[config.mk]
export PLATFORM = sky130hd
export DESIGN_NAME = vic_top
export DESIGN_NICKNAME = d
export VERILOG_FILES = /design/src/rtl/vic_pkg.sv /design/src/rtl/vic_pick.sv /design/src/rtl/vic_regs.sv /design/src/rtl/vic_top.sv
export SDC_FILE = /design/constraint.sdc
export NUM_CORES = 1
export LEC_CHECK = 0
export ABC_CLOCK_PERIOD_IN_PS = 4340
export BUFFER_PORTS_ARGS = -buffer_cell sky130_fd_sc_hd__buf_2
export CAP_MARGIN = 25
export CORE_UTILIZATION = 35
export CTS_CLUSTER_DIAMETER = 150
export DETAILED_ROUTE_END_ITERATION = 6
export GPL_TIMING_DRIVEN = 0
export SLEW_MARGIN = 25
export SYNTH_ARGS = -nofsm -noshare
export SYNTH_HDL_FRONTEND = slang
export SYNTH_HIERARCHICAL = 1
export SYNTH_SLANG_ARGS = --single-unit
[constraint.sdc]
create_clock -name clk -period 4.34 [get_ports clk]
set_clock_uncertainty 0.1 [all_clocks]
set_input_delay 0.434 -clock clk [delete_from_list [all_inputs] [get_ports clk]]
set_output_delay 0.434 -clock clk [all_outputs]
set_load 0.01 [all_outputs]
[src/rtl/vic_pkg.sv]
// Shared constants for the vectored interrupt controller.
// Assumes a two-bit register address space and a 32-bit data bus.
package vic_pkg;
    localparam int unsigned NUM_SRC  = 32;
    localparam int unsigned VEC_W    = $clog2(NUM_SRC);
    localparam int unsigned DATA_W   = 32;
    localparam int unsigned ADDR_W   = 2;

    localparam logic [ADDR_W-1:0] A_CFG   = 2'd0;
    localparam logic [ADDR_W-1:0] A_MASK  = 2'd1;
    localparam logic [ADDR_W-1:0] A_INSVC = 2'd2;
    localparam logic [ADDR_W-1:0] A_VEC   = 2'd3;

    // Configuration field positions
    localparam int unsigned CFG_LVL_HI = 15;
    localparam int unsigned CFG_LVL_LO = 13;
    localparam int unsigned CFG_TOP_HI = 12;
    localparam int unsigned CFG_TOP_LO = 8;
    localparam int unsigned CFG_GIE    = 7;

    // Vector register: number in 15:11, acknowledge strobe at bit 0
    localparam int unsigned VEC_FLD_LO = 11;
    localparam int unsigned ACK_BIT    = 0;

    localparam logic [VEC_W-1:0] ERR_VEC = '0;
endpackage

[src/rtl/vic_pick.sv]
// Finds the highest-ranked set bit in a request vector.
// The rank of a vector is its own number, except the programmed top
// source, whose rank is NUM (above all). Pure combinational logic.
module vic_pick #(
    parameter int unsigned NUM   = 32,
    parameter int unsigned IDX_W = $clog2(NUM)
) (
    input  logic [NUM-1:0]   req,
    input  logic [IDX_W-1:0] top_idx,
    output logic             found,
    output logic [IDX_W-1:0] idx,
    output logic [IDX_W:0]   rank
);
    logic [IDX_W-1:0] high_idx;
    logic             override;

    // Scan upward so the last set bit seen is the highest number
    always_comb begin
        found    = 1'b0;
        high_idx = '0;
        for (int i = 0; i < NUM; i++) begin
            if (req[i]) begin
                found    = 1'b1;
                high_idx = IDX_W'(i);
            end
        end
    end

    // Apply the programmed override and form the comparable rank
    always_comb begin
        override = req[top_idx];
        idx      = override ? top_idx : high_idx;
        rank     = override ? (IDX_W+1)'(NUM) : {1'b0, high_idx};
    end
endmodule

[src/rtl/vic_regs.sv]
// Register file and bus decode for the interrupt controller.
// Holds configuration, mask, in-service and latched vector.
// Assumes single-cycle accesses; read data is combinational.
module vic_regs
    import vic_pkg::*;
#(
    parameter int unsigned NUM   = NUM_SRC,
    parameter int unsigned IDX_W = $clog2(NUM)
) (
    input  logic              clk,
    input  logic              rst_n,
    input  logic              bus_req,
    input  logic              bus_we,
    input  logic [ADDR_W-1:0] bus_addr,
    input  logic [DATA_W-1:0] bus_wdata,
    output logic [DATA_W-1:0] bus_rdata,
    input  logic              eligible,
    input  logic [IDX_W-1:0]  win_idx,
    output logic              gie,
    output logic [2:0]        level,
    output logic [IDX_W-1:0]  top_idx,
    output logic [NUM-1:0]    mask_q,
    output logic [NUM-1:0]    isr_q,
    output logic [IDX_W-1:0]  vec_q,
    output logic              ack_wr
);
    localparam int unsigned CFG_W = CFG_LVL_HI + 1;

    logic [CFG_W-1:0] cfg_q;
    logic             wr_cfg, wr_mask, wr_isr;
    logic [NUM-1:0]   isr_set;

    // Decode write strobes
    always_comb begin
        wr_cfg  = bus_req && bus_we && (bus_addr == A_CFG);
        wr_mask = bus_req && bus_we && (bus_addr == A_MASK);
        wr_isr  = bus_req && bus_we && (bus_addr == A_INSVC);
        ack_wr  = bus_req && bus_we && (bus_addr == A_VEC) && bus_wdata[ACK_BIT];
    end

    // Unpack configuration fields
    always_comb begin
        gie     = cfg_q[CFG_GIE];
        level   = cfg_q[CFG_LVL_HI:CFG_LVL_LO];
        top_idx = cfg_q[CFG_TOP_HI:CFG_TOP_LO];
    end

    // One-hot in-service set for the winner of an acknowledge
    always_comb begin
        isr_set = '0;
        if (ack_wr && eligible) isr_set[win_idx] = 1'b1;
    end

    // Configuration register (only defined fields are stored)
    always_ff @(posedge clk) begin
        if (!rst_n)
            cfg_q <= '0;
        else if (wr_cfg) begin
            cfg_q                       <= '0;
            cfg_q[CFG_LVL_HI:CFG_LVL_LO] <= bus_wdata[CFG_LVL_HI:CFG_LVL_LO];
            cfg_q[CFG_TOP_HI:CFG_TOP_LO] <= bus_wdata[CFG_TOP_HI:CFG_TOP_LO];
            cfg_q[CFG_GIE]               <= bus_wdata[CFG_GIE];
        end
    end

    // Per-source mask register
    always_ff @(posedge clk) begin
        if (!rst_n)
            mask_q <= '0;
        else if (wr_mask)
            mask_q <= bus_wdata[NUM-1:0];
    end

    // In-service register: set on acknowledge, clear on write-one
    always_ff @(posedge clk) begin
        if (!rst_n)
            isr_q <= '0;
        else if (wr_isr)
            isr_q <= isr_q & ~bus_wdata[NUM-1:0];
        else
            isr_q <= isr_q | isr_set;
    end

    // Latched vector: winner or error vector, frozen between acknowledges
    always_ff @(posedge clk) begin
        if (!rst_n)
            vec_q <= ERR_VEC;
        else if (ack_wr)
            vec_q <= eligible ? win_idx : ERR_VEC;
    end

    // Read multiplexer
    always_comb begin
        bus_rdata = '0;
        if (bus_req && !bus_we) begin
            case (bus_addr)
                A_CFG:   bus_rdata[CFG_W-1:0] = cfg_q;
                A_MASK:  bus_rdata[NUM-1:0]   = mask_q;
                A_INSVC: bus_rdata[NUM-1:0]   = isr_q;
                default: bus_rdata[VEC_FLD_LO +: IDX_W] = vec_q;
            endcase
        end
    end
endmodule

[src/rtl/vic_top.sv]
// Vectored interrupt controller top level.
// Combines masked level requests, ranks them against the vectors in
// service and drives one interrupt line. Sources are assumed to be
// synchronous to clk.
module vic_top
    import vic_pkg::*;
(
    input  logic              clk,
    input  logic              rst_n,
    input  logic [31:0]       src_req,
    input  logic              bus_req,
    input  logic              bus_we,
    input  logic [1:0]        bus_addr,
    input  logic [31:0]       bus_wdata,
    output logic [31:0]       bus_rdata,
    output logic              irq,
    output logic [2:0]        irq_level
);
    logic             gie, ack_wr, eligible;
    logic [VEC_W-1:0] top_idx, vec_q, p_idx, s_idx;
    logic [NUM_SRC-1:0] mask_q, isr_q, eff_req, err_keep;
    logic             p_found, s_found;
    logic [VEC_W:0]   p_rank, s_rank;

    // Source line of the error vector is reserved and never requests
    always_comb begin
        err_keep          = '1;
        err_keep[ERR_VEC] = 1'b0;
        eff_req           = src_req & mask_q & err_keep;
    end

    vic_regs #(.NUM(NUM_SRC), .IDX_W(VEC_W)) u_regs (
        .clk(clk), .rst_n(rst_n),
        .bus_req(bus_req), .bus_we(bus_we), .bus_addr(bus_addr),
        .bus_wdata(bus_wdata), .bus_rdata(bus_rdata),
        .eligible(eligible), .win_idx(p_idx),
        .gie(gie), .level(irq_level), .top_idx(top_idx),
        .mask_q(mask_q), .isr_q(isr_q), .vec_q(vec_q), .ack_wr(ack_wr)
    );

    vic_pick #(.NUM(NUM_SRC), .IDX_W(VEC_W)) u_pick_pend (
        .req(eff_req), .top_idx(top_idx),
        .found(p_found), .idx(p_idx), .rank(p_rank)
    );

    vic_pick #(.NUM(NUM_SRC), .IDX_W(VEC_W)) u_pick_svc (
        .req(isr_q), .top_idx(top_idx),
        .found(s_found), .idx(s_idx), .rank(s_rank)
    );

    // Winner must outrank every vector in service
    always_comb begin
        eligible = p_found && (!s_found || (p_rank > s_rank));
        irq      = gie && eligible;
    end
endmodule

### Yosys cells after proc, flatten, opt, wreduce, memory -nomap -nowiden

Index checks and enable logic that the tools add are counted.

* bitwise logic cells: 4
* equality and inequality tests: 3
* multiplexer cells: 141
* order comparisons: 4
* reductions and logical operators: 15

Operators by type and width (number)
* 2-to-1 mux 5 bit: 34
* 2-to-1 mux 32 bit: 3
* 2-to-1 mux 1 bit: 68
* bitwise AND 32 bit: 2
* 2-to-1 mux 4 bit: 16
* one-hot mux 11 bit (3 select lines): 1
* inverter 32 bit: 1
* bitwise OR 32 bit: 1
* one-hot mux 16 bit (2 select lines): 1
* 2-to-1 mux 3 bit: 8
* one-hot mux 5 bit (3 select lines): 1
* < comparator 5 x 6 -> 1 bit, second input constant: 2
* 2-to-1 mux 6 bit: 2
* logical AND 1 bit: 11
* binary-select mux 1 bit (select 5 bit): 2
* 2-to-1 mux 2 bit: 4
* > comparator 6 bit: 1
* demux 1 bit (select 5 bit): 1
* >= comparator 5 x 1 -> 1 bit, second input constant: 1
* == test 2 bit, second input constant: 2
* == test 2 x 1 -> 1 bit, second input constant: 1
* logical NOT 1 bit: 2
* logical NOT 2 bit: 1
* logical OR 1 bit: 1

* flip-flop bits (word level): 78

### Longest topological paths before layout

Gate-level depths: netlist of run 1.

* word-level depth: 40
* gate-level depth with buffers: 15

### Modules after synthesis

Netlist of run 1, hierarchy kept.

Modules (own cells, without submodules)
* vic_regs: instances 1, cells an instance 487, area each 3823.7 um2
* vic_pick: instances 2, cells an instance 114, area each 1043.5 um2
* vic_top: instances 1, cells an instance 56, area each 385.4 um2

### Worst setup path after synthesis of run 1

Ideal clock, no wire load.

* path kind: reg-to-reg
* start: register u_regs.cfg_q[12]
* end: register u_regs.isr_q[13]
* cell stages (with the launch flop): 13
* setup slack: 0.625 ns
* data required time: 4.123 ns
* arrival: 3.498 ns
* cells stage by stage: dfxtp_1 mux4_1 mux4_2 nand2_2 o31ai_4 buf_4 ha_1 a211oi_1 a31oi_1 clkbuf_1 and3b_1 and2_1 a32o_1

* cells in the longest elaborated chain, start to end: 10
* elaborated cells on any way between the ends: 19
* those cells by class: order compare: 3; mux: 11; bitwise: 1; reduce/logical: 4

Ends and longest elaborated chain
* from (decl): RTL line vic_regs.sv:29 `logic [CFG_W-1:0] cfg_q;`
* from (signal, indexed assignment): RTL line vic_regs.sv:60 `cfg_q[CFG_LVL_HI:CFG_LVL_LO] <= bus_wdata[CFG_LVL_HI:CFG_LVL_LO];`
* from (signal, indexed assignment): RTL line vic_regs.sv:61 `cfg_q[CFG_TOP_HI:CFG_TOP_LO] <= bus_wdata[CFG_TOP_HI:CFG_TOP_LO];`
* from (signal, indexed assignment): RTL line vic_regs.sv:62 `cfg_q[CFG_GIE] <= bus_wdata[CFG_GIE];`
* binary-select mux 1 bit (select 5 bit): RTL line vic_pick.sv:31 `override = req[top_idx];`
* 2-to-1 mux 1 bit (not written as such): RTL line vic_pick.sv:31
* net u_pick_pend.override: RTL line vic_pick.sv:15 `logic override;`
* 2-to-1 mux 6 bit: RTL line vic_pick.sv:33 `rank = override ? (IDX_W+1)'(NUM) : {1'b0, high_idx};`
* net p_rank[5]: RTL line vic_top.sv:23 `logic [VEC_W:0] p_rank, s_rank;`
* > comparator 6 bit: RTL line vic_top.sv:53 `eligible = p_found && (!s_found || (p_rank > s_rank));`
* logical OR 1 bit: RTL line vic_top.sv:53
* logical AND 1 bit: RTL line vic_top.sv:53
* net eligible: RTL line vic_top.sv:19 `logic gie, ack_wr, eligible;`
* logical AND 1 bit: RTL line vic_regs.sv:51 `if (ack_wr && eligible) isr_set[win_idx] = 1'b1;`
* 2-to-1 mux 32 bit: RTL line vic_regs.sv:51
* bitwise OR 32 bit: RTL line vic_regs.sv:81 `isr_q <= isr_q | isr_set;`
* 2-to-1 mux 32 bit: RTL line vic_regs.sv:78 `else if (wr_isr)`
* to (signal assigned): RTL line vic_regs.sv:79 `isr_q <= isr_q & ~bus_wdata[NUM-1:0];`
* to (signal assigned): RTL line vic_regs.sv:81
* to (decl): RTL line vic_regs.sv:23 `output logic [NUM-1:0] isr_q,`

The timed path passes the listed nets, and every way through them passes these cells. The select of a mux whose other input is x is not followed.
A chain may end at the register's enable or synchronous reset.

### Worst setup path in the final report of run 1

* start: register u_regs.cfg_q[12]
* end: register u_regs.isr_q[21]

The elaborated chain is that of the path after synthesis.

==> results_dict.tcl, run 1 <==
set metrics [dict create \
    outcome "finished, final reports clean" \
    p_per_area_nw_per_um2 256 \
    final_util 0.429 \
    vias 6533 \
    grt_pass1_wl_um 36200 \
    slew_viol_final 0 \
    fin_setup_tns_ns 0 \
    place_ws_ns -0.470 \
    clockPowerShare 0.430 \
    cts.path.max_buffers 2 \
    cts_hold_buf 0 \
    power.switching_uw 519 \
    finalSetupViolations 0 \
    power_frac_seq 0.404 \
    period_minus_slack_ns 4.17 \
    diodes 0 \
    syn2layout_area_growth_pct 19.3 \
    rows 47 \
    comb_power_share 0.166 \
    nNetsFinal 944 \
    rsz0062_at_grt "false" \
    cts_tree "built" \
    drt-initial-drc-count 757 \
    hold_violations 0 \
    vias_per_cell 6.00 \
    cp.arrival_ns 4.33 \
    relSlewSlack 0.365 \
    die_width_um 133 \
    setup.worst_path.end_class "register" \
    ant_nets 0 \
    drt_first_pass_iters 6 \
    maxCapViolations 0 \
    dp_hpwl_um 18500 \
    gp_congestion 0.961 \
    grt_max_degree 15 \
    die_y_um 133 \
    p_total_uw 1820 \
    drc_errors 0 \
    max_freq_mhz 240 \
    switching_share 0.285 \
    fin_ws_ns 0.169 \
    hold_path_class "primary input to register" \
    yosysWarnings 6 \
    power.static_leakage_uw 0.00264 \
    clkLatencyLatePin_ns 0.35 \
    startpoint_type "register" \
    grt_pass1_vias 6336 \
    cts_max_level 3 \
    postSynthCellCount 747 \
    track_usage 0.270 \
    clkSlewWorstSetupHoldPaths_ns 0.06 \
    antenna_found_initial 0 \
    core_area_um2 16600 \
    ir_drop_v 0.000180 \
    fin_crit_sh 0.961 \
    routed_wl_um 23600 \
    p_int_uw 1300 \
    tightest_slew_ns 0.929 \
    cts_buffers 9 \
    detail_route.wl_per_cell_um 21.7 \
    ios 106 \
    final_layout_size_suffix_gt1_frac 0.221 \
    cts.sinks 78 \
    avgSynthCellArea_um2 7.99 \
    path_max_fanout 10 \
    required_ns 4.50 \
    cts_root_buf "clkbuf_16" \
    die_area_um2 17600 \
    port_buffers 103 \
    syn_area_um2 5970 \
    start_util 0.360 \
    path_class "register to register" \
    grt.overflow.total 0 \
]
[worst max-delay path: stages (launching register included)]
cell     delay [ns]
dfxtp_2        0.53
mux4_1         0.66
mux4_2         0.48
nand2_2        0.12
o31ai_4        0.13
nor3_1         0.25
inv_1          0.07
ha_1           0.28
nand3_1        0.08
o21ai_0        0.13
a31oi_2        0.31
buf_2          0.28
and3b_1        0.23
nand2_1        0.16
o31ai_1        0.25
[layout make-up]
class	count	area (µm²)
clock inverter	6	68.8
multi-input combinational	589	4040
sequential	78	1560
timing repair buffer	104	523
clock buffer	10	239
fill	1725	9470
inverter	27	103
tap	220	275
buffer	54	303
[registers in the layout, summed over array words and instances (netlist names)]
| signal | cells |
|---|---|
| u_regs/isr_q | 32 |
| u_regs/vec_q | 5 |
| u_regs/mask_q | 32 |
| u_regs/cfg_q | 9 |
[stage by stage]
step | std cells | hold WS (ns) | area (µm²)
6_report | 1088 | 0.246 | 7110
5_1_grt | 1088 | 0.256 | 7110
4_1_cts | 1087 | 0.239 | 7090
3_5_place_dp | 1071 | 0.363 | 6770
3_3_place_gp | 1071 | 0.353 | 6760
2_1_floorplan | 748 | 0.338 | 5970
[power by group through the flow]
stage / Combinational (µW) / Clock (µW) / Sequential (µW)
floorplan: 177 / 0 / 746
global placement: 286 / 0 / 751
detailed placement: 288 / 0 / 751
CTS: 291 / 793 / 735
global route: 326 / 828 / 736
finish: 302 / 783 / 735
[routing by layer]
metal / global-route usage / vias up / part of all wire
li1: - / 3012 / -
met1: 0.345 / 3098 / 0.41
met2: 0.436 / 356 / 0.46
met3: 0.0529 / 67 / 0.084
met4: 0.128 / 0 / 0.042
met5: 0 / - / 0
[layout by cell type, fill, tap and decap left out, types with 20 or more instances in the layout]
| cell type | count |
|---|---|
| dfxtp_1 | 76 |
| nand4_1 | 29 |
| o21ai_0 | 32 |
| a21oi_1 | 20 |
| inv_1 | 24 |
| a21boi_0 | 37 |
| clkbuf_1 | 20 |
| nor2_1 | 67 |
| buf_2 | 122 |
| a22oi_1 | 23 |
| nand3_1 | 31 |
| and2_1 | 31 |
| nand2_1 | 110 |
[what timing repair did]
item / in CTS / in global routing
setup buffers: 0 / 1
pin swaps: 0 / 1
setup endpoints to repair: 24 / 16
gates resized for setup: 6 / 5
endpoints found under the hold margin: 0 / 0
[path summary, 6_finish.rpt]
path | start | end | slack, ns | cells past startpoint
setup / recovery | u_regs/cfg_q[12]$_SDFFE_PN0P_ | u_regs/isr_q[21]$_SDFF_PN0_ | 0.17 | 14
hold / removal | bus_wdata[28] | u_regs/mask_q[28]$_SDFFE_PN0P_ | 0.25 | 3
setup reg to reg | u_regs/cfg_q[12]$_SDFFE_PN0P_ | u_regs/isr_q[21]$_SDFF_PN0_ | 0.17 | 14
hold reg to reg | u_regs/mask_q[0]$_SDFFE_PN0P_ | u_regs/mask_q[0]$_SDFFE_PN0P_ | 0.37 | 2
Note: power is estimated with default switching activity, not from simulation.
==> run 2: changes to the inputs <==
--- a/config.mk
+++ b/config.mk
@@ -12,6 +12,7 @@
 export CTS_CLUSTER_DIAMETER = 150
 export DETAILED_ROUTE_END_ITERATION = 6
 export GPL_TIMING_DRIVEN = 0
+export REMOVE_ABC_BUFFERS = 1
 export SLEW_MARGIN = 25
 export SYNTH_ARGS = -nofsm -noshare
 export SYNTH_HDL_FRONTEND = slang
==> run 2 against run 1 <==
Compared with the run above:
- setup slack got worse by 0.033 ns
- global-route usage decreased by 2.9 points
- count of clock-buffer cells in the layout unchanged
- first-iteration DRC count decreased by 20%
- critical endpoint is now irq
- via count decreased by 4.9%
- fmax decreased by 0.77%
- critical path type is now register to primary output
- clock power increased by 11%
- largest power group unchanged
- die area unchanged
==> results_dict.tcl, run 2 (synthesis results as in run 1) <==
set metrics [dict create \
    ant_nets 0 \
    vias 6212 \
    power.static_leakage_uw 0.00250 \
    cts_buffers 9 \
    fin_ws_ns 0.137 \
    die_area_um2 17600 \
    path_max_fanout 7 \
    multi_input_area_um2 4080 \
    cts.path.max_buffers 2 \
    syn2layout_area_growth_pct 16.4 \
    critPathSlowestCell "mux4_1" \
    grt_max_degree 91 \
    path_class "register to primary output" \
    setup.worst_path.end_class "primary output" \
    dp_hpwl_um 15500 \
    cts_max_level 3 \
    top_regs "u_regs/isr_q x32, u_regs/mask_q x32, u_regs/cfg_q x9" \
    dp_cells 1019 \
    fin_setup_tns_ns 0 \
    r2r_start "u_regs/mask_q[19]$_SDFFE_PN0P_" \
    rows 47 \
    track_usage 0.241 \
    clkSlewWorstSetupHoldPaths_ns 0.06 \
    diodes 0 \
    clkLatencyLatePin_ns 0.34 \
    hold_path_class "primary input to register" \
    cpPeakStageDelay_ns 0.60 \
    required_ns 3.81 \
    stdcell_area_um2 6940 \
    final_util 0.419 \
    vias_per_cell 5.98 \
    period_minus_slack_ns 4.20 \
    layout_commonest_cell "nand2_1" \
    grt.overflow.total 0 \
    grt_pass1_vias 5847 \
    max_freq_mhz 238 \
    port_buffers 104 \
    routed_wl_um 21400 \
    maxCapViolations 0 \
    seq_area_um2 1570 \
    crit_family "multiplexers" \
    drt_first_pass_iters 6 \
    fin_crit_sh 0.969 \
    whs_endpoint "u_regs/mask_q[16]$_SDFFE_PN0P_" \
    hold_depth 3 \
    tightest_slew_ns 1.07 \
    drc_errors 0 \
    final_layout_size_suffix_gt1_frac 0.208 \
    die_y_um 133 \
    drt-initial-drc-count 605 \
    crit_buf_inv 2 \
    path_cells "and2_1 -> mux4_1 -> mux4_2 -> nand2_2 -> o31ai_2 -> nor3_2 -> inv_1 -> ha_1 -> nand3_1 -> o21ai_1 -> a311oi_2 -> buf_2" \
    mostFrequentLayoutCells "nand2_1, buf_2, dfxtp_1" \
    r2r-end "u_regs/isr_q[11]$_SDFF_PN0_" \
    core_area_um2 16600 \
    place_ws_ns -0.657 \
    nNetsFinal 894 \
    startpoint_type "register" \
    detail_route.wl_per_cell_um 20.7 \
    fin_cells 1038 \
    placed_cell_area_um2 6530 \
    outcome "finished, final reports clean" \
    start_util 0.360 \
    cts_root_buf "clkbuf_16" \
    die_width_um 133 \
    antenna_found_initial 0 \
    cts_hold_buf 0 \
    slew_viol_final 0 \
    relSlewSlack 0.287 \
    hp-start "bus_wdata[16]" \
    grt_pass1_wl_um 33000 \
    ir_drop_v 0.000201 \
    r2r_slack_ns 0.17 \
    ios 106 \
    gp_congestion 0.933 \
    n_fill_cell 1748 \
    p_per_area_nw_per_um2 272 \
    cts_tree "built" \
    finalSetupViolations 0 \
    cts.sinks 78 \
    cp.arrival_ns 3.67 \
    ff2ff_path_depth 13 \
    hold_violations 0 \
]
run 2: cell count changes in the layout (fill, tap and decap cells not counted), moves of 3 or more:
cell      delta
buf_1        -4
buf_2       -19
buf_4        -3
buf_6        -5
clkbuf_1    -19
clkbuf_8     -3
run 2: worst max path at each step:
stage                              startpoint                     endpoint  cells past startpoint
2_1_floorplan   u_regs/cfg_q[12]$_SDFFE_PN0P_  u_regs/isr_q[14]$_SDFF_PN0_                     12
3_3_place_gp    u_regs/cfg_q[12]$_SDFFE_PN0P_   u_regs/isr_q[8]$_SDFF_PN0_                     12
3_5_place_dp    u_regs/cfg_q[12]$_SDFFE_PN0P_   u_regs/isr_q[8]$_SDFF_PN0_                     12
4_1_cts         u_regs/cfg_q[12]$_SDFFE_PN0P_                          irq                     11
5_1_grt        u_regs/mask_q[19]$_SDFFE_PN0P_                          irq                     12
6_report       u_regs/mask_q[19]$_SDFFE_PN0P_                          irq                     12
run 2: timing repair:
| item | CTS | global route |
|---|---|---|
| gates resized for setup | 6 | 3 |
| setup buffers | 0 | 2 |
| setup endpoints to repair | 38 | 25 |
| gates cloned | 0 | 1 |
| pin swaps | 1 | 1 |
run 2: area by class of cell:
type,instances,share of cell area
Sequential cell,78,0.226
Clock inverter,6,0.0159
Multi-Input combinational cell,590,0.587
Clock buffer,10,0.0330
Inverter,27,0.0151
Timing Repair Buffer,107,0.0831
Tap cell,220,0.0396
run 2: power by group:
group | internal [µW] | switching, µW | leakage, µW
logic | 103 | 179 | 0.00171
clock network | 561 | 307 | 0.000159
registers | 723 | 13.1 | 0.000632
run 2: per-stage QoR:
stage / hold WS [ns] / power [µW]
finish: 0.245 / 1890
global route: 0.249 / 1960
CTS: 0.234 / 1890
detailed placement: 0.359 / 1020
global placement: 0.353 / 1010
floorplan: 0.338 / 895
run 2: worst reg2reg max path: stages (launching register included):
cell     delay (ns)
dfxtp_1        0.36
and2_1         0.24
mux4_1         0.60
mux4_2         0.50
nand2_2        0.16
o31ai_2        0.17
nor3_2         0.24
inv_1          0.06
ha_1           0.29
nand3_1        0.08
o21ai_1        0.12
a31oi_4        0.38
nand4_1        0.47
o21ai_0        0.32
run 2: layer usage:
layer  up-vias  share of wire  global-route usage  wire, µm
met3        34          0.080              0.0391      1720
met4         0          0.021              0.0734       448
met1      2968           0.43               0.334      9290
li1       2902              -                   -         -
met2       308           0.47               0.382      9990
met5         -              0                   0         0
